**src/rtl/srb_pkg.sv**
```systemverilog
package srb_pkg;

    // Default sizes used by the top module and the bench.
    localparam int DEF_DATA_W = 12;
    localparam int DEF_FRAC_W = 2;
    localparam int DEF_LVL_W  = 4;
    localparam int DEF_IDX_W  = 8;

    // Direction of the quarter-turn applied to the (x1 - x3) difference.
    typedef enum logic {
        ROT_NEG_J = 1'b0,   // u = d02 - j*d13  (W^n branch)
        ROT_POS_J = 1'b1    // u = d02 + j*d13  (W^3n branch)
    } rot_dir_e;

    // Width of an odd-quarter output: one bit per adder level (two levels),
    // plus one for the sum of two twiddle products.
    function automatic int odd_width(input int data_w);
        return data_w + 3;
    endfunction

    // Width of a twiddle component: sign, integer one, fraction bits.
    function automatic int tw_width(input int frac_w);
        return frac_w + 2;
    endfunction

endpackage

```
**src/rtl/srb_presum.sv**
```systemverilog
// First adder level: pairwise sums and differences of the four inputs.
module srb_presum #(
    parameter int DATA_W = srb_pkg::DEF_DATA_W,
    localparam int SW = DATA_W + 1
) (
    input  logic signed [DATA_W-1:0] x0_re,
    input  logic signed [DATA_W-1:0] x0_im,
    input  logic signed [DATA_W-1:0] x1_re,
    input  logic signed [DATA_W-1:0] x1_im,
    input  logic signed [DATA_W-1:0] x2_re,
    input  logic signed [DATA_W-1:0] x2_im,
    input  logic signed [DATA_W-1:0] x3_re,
    input  logic signed [DATA_W-1:0] x3_im,
    output logic signed [SW-1:0]     s02_re,
    output logic signed [SW-1:0]     s02_im,
    output logic signed [SW-1:0]     s13_re,
    output logic signed [SW-1:0]     s13_im,
    output logic signed [SW-1:0]     d02_re,
    output logic signed [SW-1:0]     d02_im,
    output logic signed [SW-1:0]     d13_re,
    output logic signed [SW-1:0]     d13_im
);

    always_comb begin
        s02_re = SW'(x0_re) + SW'(x2_re);
        s02_im = SW'(x0_im) + SW'(x2_im);
        s13_re = SW'(x1_re) + SW'(x3_re);
        s13_im = SW'(x1_im) + SW'(x3_im);
        d02_re = SW'(x0_re) - SW'(x2_re);
        d02_im = SW'(x0_im) - SW'(x2_im);
        d13_re = SW'(x1_re) - SW'(x3_re);
        d13_im = SW'(x1_im) - SW'(x3_im);
    end

endmodule

```
**src/rtl/srb_rotor.sv**
```systemverilog
// Second adder level (quarter-turn by swap and negate) followed by the
// quantized twiddle product and the fixed-point rescale.
module srb_rotor #(
    parameter int               IN_W   = srb_pkg::DEF_DATA_W + 1,
    parameter int               FRAC_W = srb_pkg::DEF_FRAC_W,
    parameter int               OUT_W  = srb_pkg::DEF_DATA_W + 3,
    parameter srb_pkg::rot_dir_e DIR   = srb_pkg::ROT_NEG_J,
    localparam int TW_W = srb_pkg::tw_width(FRAC_W),
    localparam int UW   = IN_W + 1,
    localparam int PW   = UW + TW_W + 1
) (
    input  logic signed [IN_W-1:0]  d02_re,
    input  logic signed [IN_W-1:0]  d02_im,
    input  logic signed [IN_W-1:0]  d13_re,
    input  logic signed [IN_W-1:0]  d13_im,
    input  logic signed [TW_W-1:0]  w_re,
    input  logic signed [TW_W-1:0]  w_im,
    output logic signed [OUT_W-1:0] o_re,
    output logic signed [OUT_W-1:0] o_im
);

    logic signed [UW-1:0] u_re, u_im;
    logic signed [PW-1:0] p_re, p_im;

    // j*(a + ib) = -b + ia : no multiplier, only a swap and a negation.
    generate
        if (DIR == srb_pkg::ROT_NEG_J) begin : g_neg
            always_comb begin
                u_re = UW'(d02_re) + UW'(d13_im);
                u_im = UW'(d02_im) - UW'(d13_re);
            end
        end else begin : g_pos
            always_comb begin
                u_re = UW'(d02_re) - UW'(d13_im);
                u_im = UW'(d02_im) + UW'(d13_re);
            end
        end
    endgenerate

    always_comb begin
        p_re = PW'(u_re) * PW'(w_re) - PW'(u_im) * PW'(w_im);
        p_im = PW'(u_re) * PW'(w_im) + PW'(u_im) * PW'(w_re);
        o_re = OUT_W'(p_re >>> FRAC_W);
        o_im = OUT_W'(p_im >>> FRAC_W);
    end

endmodule

```
**src/rtl/srb_lbfly.sv**
```systemverilog
module srb_lbfly #(
    parameter int DATA_W = srb_pkg::DEF_DATA_W,
    parameter int FRAC_W = srb_pkg::DEF_FRAC_W,
    parameter int LVL_W  = srb_pkg::DEF_LVL_W,
    parameter int IDX_W  = srb_pkg::DEF_IDX_W,
    localparam int SW   = DATA_W + 1,
    localparam int OW   = srb_pkg::odd_width(DATA_W),
    localparam int TW_W = srb_pkg::tw_width(FRAC_W)
) (
    input  logic                    clk,
    input  logic                    rst,
    input  logic                    in_valid,
    output logic                    in_ready,
    input  logic signed [DATA_W-1:0] in_x0_re,
    input  logic signed [DATA_W-1:0] in_x0_im,
    input  logic signed [DATA_W-1:0] in_x1_re,
    input  logic signed [DATA_W-1:0] in_x1_im,
    input  logic signed [DATA_W-1:0] in_x2_re,
    input  logic signed [DATA_W-1:0] in_x2_im,
    input  logic signed [DATA_W-1:0] in_x3_re,
    input  logic signed [DATA_W-1:0] in_x3_im,
    input  logic signed [TW_W-1:0]  in_w1_re,
    input  logic signed [TW_W-1:0]  in_w1_im,
    input  logic signed [TW_W-1:0]  in_w3_re,
    input  logic signed [TW_W-1:0]  in_w3_im,
    input  logic [LVL_W-1:0]        in_lvl,
    input  logic [IDX_W-1:0]        in_idx,
    output logic                    out_valid,
    input  logic                    out_ready,
    output logic signed [SW-1:0]    out_e0_re,
    output logic signed [SW-1:0]    out_e0_im,
    output logic signed [SW-1:0]    out_e1_re,
    output logic signed [SW-1:0]    out_e1_im,
    output logic signed [OW-1:0]    out_o1_re,
    output logic signed [OW-1:0]    out_o1_im,
    output logic signed [OW-1:0]    out_o3_re,
    output logic signed [OW-1:0]    out_o3_im,
    output logic [LVL_W-1:0]        out_lvl,
    output logic [IDX_W-1:0]        out_idx
);

    typedef logic signed [SW-1:0]   sum_t;
    typedef logic signed [TW_W-1:0] tw_t;
    typedef logic signed [OW-1:0]   odd_t;

    typedef struct packed {
        sum_t s02_re, s02_im, s13_re, s13_im;
        sum_t d02_re, d02_im, d13_re, d13_im;
        tw_t  w1_re, w1_im, w3_re, w3_im;
        logic [LVL_W-1:0] lvl;
        logic [IDX_W-1:0] idx;
    } mid_t;

    typedef struct packed {
        sum_t e0_re, e0_im, e1_re, e1_im;
        odd_t o1_re, o1_im, o3_re, o3_im;
        logic [LVL_W-1:0] lvl;
        logic [IDX_W-1:0] idx;
    } fin_t;

    // ---------------- handshake: whole-pipe stall ----------------
    logic v_mid, v_fin;
    logic adv_mid, adv_fin;

    assign adv_fin  = !v_fin || out_ready;
    assign adv_mid  = !v_mid || adv_fin;
    assign in_ready = adv_mid;

    // ---------------- stage 1: sums and differences ----------------
    mid_t mid_d, mid_q;

    srb_presum #(.DATA_W(DATA_W)) presum_i (
        .x0_re(in_x0_re), .x0_im(in_x0_im),
        .x1_re(in_x1_re), .x1_im(in_x1_im),
        .x2_re(in_x2_re), .x2_im(in_x2_im),
        .x3_re(in_x3_re), .x3_im(in_x3_im),
        .s02_re(mid_d.s02_re), .s02_im(mid_d.s02_im),
        .s13_re(mid_d.s13_re), .s13_im(mid_d.s13_im),
        .d02_re(mid_d.d02_re), .d02_im(mid_d.d02_im),
        .d13_re(mid_d.d13_re), .d13_im(mid_d.d13_im)
    );

    always_comb begin
        mid_d.w1_re = in_w1_re;
        mid_d.w1_im = in_w1_im;
        mid_d.w3_re = in_w3_re;
        mid_d.w3_im = in_w3_im;
        mid_d.lvl   = in_lvl;
        mid_d.idx   = in_idx;
    end

    always_ff @(posedge clk) begin
        if (rst) begin
            v_mid <= 1'b0;
            mid_q <= '0;
        end else if (adv_mid) begin
            v_mid <= in_valid;
            mid_q <= mid_d;
        end
    end

    // ---------------- stage 2: quarter turns and twiddles ----------------
    tw_t  tw_re  [2];
    tw_t  tw_im  [2];
    odd_t rot_re [2];
    odd_t rot_im [2];

    assign tw_re[0] = mid_q.w1_re;
    assign tw_im[0] = mid_q.w1_im;
    assign tw_re[1] = mid_q.w3_re;
    assign tw_im[1] = mid_q.w3_im;

    generate
        for (genvar k = 0; k < 2; k++) begin : g_rot
            localparam srb_pkg::rot_dir_e KDIR =
                (k == 0) ? srb_pkg::ROT_NEG_J : srb_pkg::ROT_POS_J;
            srb_rotor #(
                .IN_W(SW), .FRAC_W(FRAC_W), .OUT_W(OW), .DIR(KDIR)
            ) rotor_i (
                .d02_re(mid_q.d02_re), .d02_im(mid_q.d02_im),
                .d13_re(mid_q.d13_re), .d13_im(mid_q.d13_im),
                .w_re(tw_re[k]), .w_im(tw_im[k]),
                .o_re(rot_re[k]), .o_im(rot_im[k])
            );
        end
    endgenerate

    fin_t fin_d, fin_q;

    always_comb begin
        fin_d.e0_re = mid_q.s02_re;
        fin_d.e0_im = mid_q.s02_im;
        fin_d.e1_re = mid_q.s13_re;
        fin_d.e1_im = mid_q.s13_im;
        fin_d.o1_re = rot_re[0];
        fin_d.o1_im = rot_im[0];
        fin_d.o3_re = rot_re[1];
        fin_d.o3_im = rot_im[1];
        fin_d.lvl   = mid_q.lvl;
        fin_d.idx   = mid_q.idx;
    end

    always_ff @(posedge clk) begin
        if (rst) begin
            v_fin <= 1'b0;
            fin_q <= '0;
        end else if (adv_fin) begin
            v_fin <= v_mid;
            fin_q <= fin_d;
        end
    end

    assign out_valid = v_fin;
    assign out_e0_re = fin_q.e0_re;
    assign out_e0_im = fin_q.e0_im;
    assign out_e1_re = fin_q.e1_re;
    assign out_e1_im = fin_q.e1_im;
    assign out_o1_re = fin_q.o1_re;
    assign out_o1_im = fin_q.o1_im;
    assign out_o3_re = fin_q.o3_re;
    assign out_o3_im = fin_q.o3_im;
    assign out_lvl   = fin_q.lvl;
    assign out_idx   = fin_q.idx;

endmodule

```
**config.mk**
```make
export PLATFORM = sky130hd
export DESIGN_NAME = srb_lbfly
export DESIGN_NICKNAME = d
export VERILOG_FILES = /design/src/rtl/srb_pkg.sv /design/src/rtl/srb_presum.sv /design/src/rtl/srb_rotor.sv /design/src/rtl/srb_lbfly.sv
export SDC_FILE = /design/constraint.sdc
export NUM_CORES = 2
export LEC_CHECK = 0
export BUFFER_PORTS_ARGS = -buffer_cell sky130_fd_sc_hd__buf_4
export CORE_MARGIN = 2
export CORE_UTILIZATION = 64
export CTS_BUF_LIST = sky130_fd_sc_hd__clkbuf_8
export CTS_CLUSTER_DIAMETER = 60
export DETAILED_ROUTE_END_ITERATION = 12
export PLACE_DENSITY_LB_ADDON = 0.12
export SETUP_SLACK_MARGIN = 0.05
export SLEW_MARGIN = 20
export SYNTH_ARGS = -nofsm -noshare
export SYNTH_HDL_FRONTEND = slang
export SYNTH_HIERARCHICAL = 1
export SYNTH_SLANG_ARGS = --single-unit
```
**constraint.sdc**
```tcl
create_clock -name clk -period 8.35 [get_ports clk]
set_clock_uncertainty 0.1 [all_clocks]
set_input_delay 0.835 -clock clk [delete_from_list [all_inputs] [get_ports clk]]
set_output_delay 0.835 -clock clk [all_outputs]
set_load 0.02 [all_outputs]
```
==> out/metrics.cfg <==
[cts]
cts_hold_buf = 0
cts_setup_buffers = 0
htree_num_levels = 2
clk_root_buffer_cell = clkbuf_8
cts_tree = built
cts_resized = 0
cts_num_sinks = 258
clockBufferDepth = 3
path_clk_slew_ns = 0.06
cts_made_buffers = 50
clock_latency_ns = 0.66

[floorplan]
die_width_um = 226.7
die_area_mm2 = 0.05140
die_h_um = 226.7
start_util_pct = 64.85
rows = 81
fp.coreArea_mm2 = 0.04895
io_pins = 254

[synthesis]
synth_top_area_cell = fa_1
synth-edff-count = 0
syn-num-nets = 4640
ys.flop_type = dfxtp_1
synthesis.area_mm2 = 0.03175
ys_top_cells_by_area = fa_1 21%, dfxtp_1 16%, ha_1 13%, nand2_1 7.8%, inv_1 5.6%
async_flop_share_pct = 0
avgSynthCellArea_um2 = 8.233
yosys_warnings = 6
syn_inst = 3856
synth.most_common_cell = nand2_1
yosys_register_bits = 258
synthTopCellsByCount = 657 x nand2_1, 471 x inv_1, 338 x fa_1
yosysUniqueCellTypes = 104
synth_top_area_share_pct = 21.31
yosysSeqAreaShare_pct = 16.27

[power_and_ir_drop]
worst_ir_drop_vdd_mv = 0.6810
power.internal_mw = 8.428
total_power_mw = 16.57
pwr-share-clk_pct = 8.4
p_per_area_mw_per_mm2 = 474.8
power_frac_comb_pct = 81.3
p_leak_nw = 16.47
p_sw_share_pct = 49.14
seqPwrFrac_pct = 10.2
switchingPower_mw = 8.144

[setup_path]
path_max_fanout = 8
critical-path-max-stage-delay_ns = 0.63
required_ns = 8.74
cpMaxStageDelayCell = xnor2_1
worstSetupStartpointType = register
path_class = reg2reg
arrival_ns = 7.63
endpoint_kind = register
worst_path_most_repeated_cell = fa_1

[sta]
setup_tns_ns = 0
setup_viol = 0
maxSlewViolCount = 0
fin_crit_ns = 7.234
hold_ws_ns = 0.3095
final.period_utilization_pct = 86.64
timing.fmax_mhz = 138.2
worst_pin_slew_ns = 1.056
hold_viol = 0
max-slew-margin-rel_pct = 29.35
rsz0062_at_grt = no

[detailed_routing]
vias = 26227
drcViolationCount = 0
drtAntennaViolNets = 0
drt_iter0_drc = 1778
avgViaCountPerCell = 5.566
wl_per_cell_um = 16.70
drt_wl_total_mm = 78.71
first_pass_iters = 5

[finish]
drive_gt1_share_pct = 14.43
final_core_util_pct = 71.30
synthToLayoutAreaGrowth_pct = 9.936
final_cell_area_mm2 = 0.03490
nNetsFinal = 4792

[grt]
antenna_found_initial = 4
grt_use_total_pct = 31.49
grt_pass1_wl_mm = 130.0
grt_overflow = 0
grt_pass1_vias = 25920
grt_max_degree = 136

[place]
io_buffers = 253
dp_hpwl_mm = 60.89
globalplace.congestion = 0.9395
placed_area_mm2 = 0.03379

[outcome]
status = finished clean

[job]
max-cap-violations = 0

[min_path]
hp-class = in2reg

## path summary, 6_finish.rpt
| check | cells after the start | start | slack, ns | end |
|---|---|---|---|---|
| setup / recovery | 27 | mid_q[67] | 1.12 | out_o3_re[13] |
| hold / removal | 3 | in_valid | 0.31 | v_mid |
| setup reg to reg | 27 | mid_q[67] | 1.12 | out_o3_re[13] |
| hold reg to reg | 2 | fin_d[4] | 0.35 | out_idx[4] |
## layer usage
metal	track usage (%)	vias to the layer above	part of all wire, %
met1	42.75	12769	45
met3	7.244	129	7.3
met2	50.59	657	46
met5	0	-	0.055
met4	8.362	6	2.4
li1	-	12666	-
## metrics by stage
step | setup WS [ns] | std cells
floorplan | 1.881 | 3856
global placement | 1.367 | 4620
detailed placement | 1.188 | 4620
CTS | 1.196 | 4711
global route | 0.7032 | 4711
finish | 1.116 | 4712
## final cells by class
| type | count | area [um2] |
|---|---|---|
| Inverter | 476 | 1792 |
| Timing Repair Buffer | 288 | 2170 |
| Clock buffer | 65 | 894.6 |
| Antenna cell | 1 | 2.502 |
| Clock inverter | 26 | 216.5 |
| Tap cell | 664 | 830.8 |
| Multi-Input combinational cell | 2934 | 23830 |
| Fill cell | 4019 | 14050 |
| Sequential cell | 258 | 5165 |
## placed cells by master (no fill, tap or decap), types with 6 or more instances in the layout
cell type     n
nand2_1     657
inv_1       481
fa_1        338
ha_1        318
buf_4       287
a21oi_1     268
dfxtp_1     258
nor2_1      230
and2_1      167
xnor2_1     149
a21oi_2      72
nand2_2      70
clkbuf_8     65
nand2b_1     63
nor2b_1      57
o21ai_0      54
nor3_1       47
xor2_1       36
nand3_1      28
mux2i_1      28
o21a_1       26
a21o_1       21
and3_1       21
o21bai_1     19
o21ai_1      18
nor4_1       16
a31oi_1      15
or3_1        13
a211oi_1     13
o211ai_1     10
a211o_1      10
o2111ai_1    10
or4_1        10
clkinvlp_4    7
o31ai_1       6
o31a_1        6
a2111oi_0     6
## registers in the layout, indices dropped and copies added (netlist names), 15 cells and up
register / count
fin_d: 64
mid_q: 68
out_o1_im: 15
out_o1_re: 15
out_o3_im: 15
out_o3_re: 15
## worst max-delay path: cells and delay by family, from the launching register on
kind / cells / cell delay, ns
flip-flops: 1 / 0.37
AND/OR/NAND/NOR: 6 / 0.82
XOR/XNOR: 2 / 0.77
buffers and inverters: 2 / 0.13
AO/OA/AOI/OAI: 9 / 1.67
adder cells (fa/ha/maj): 8 / 3.24
## power by group through the flow
stage	registers [mW]	clock network [mW]	logic [mW]
after global routing	1.72	1.48	15.3
after global placement	1.71	0	13.1
after detailed placement	1.72	0	13.3
after floorplan	1.83	0	10.4
after CTS	1.69	1.43	13.5
final	1.69	1.40	13.5
## cells by family after synthesis
logic type	Yosys count	share of synthesized area, %
buffers and inverters	664	8.726
multiplexers	38	1.261
flip-flops	258	16.27
AND/OR/NAND/NOR	1418	20.98
AO/OA/AOI/OAI	636	13.74
adder cells (fa/ha/maj)	656	33.85
XOR/XNOR	186	5.175
Power figures use the tool's default switching activity.
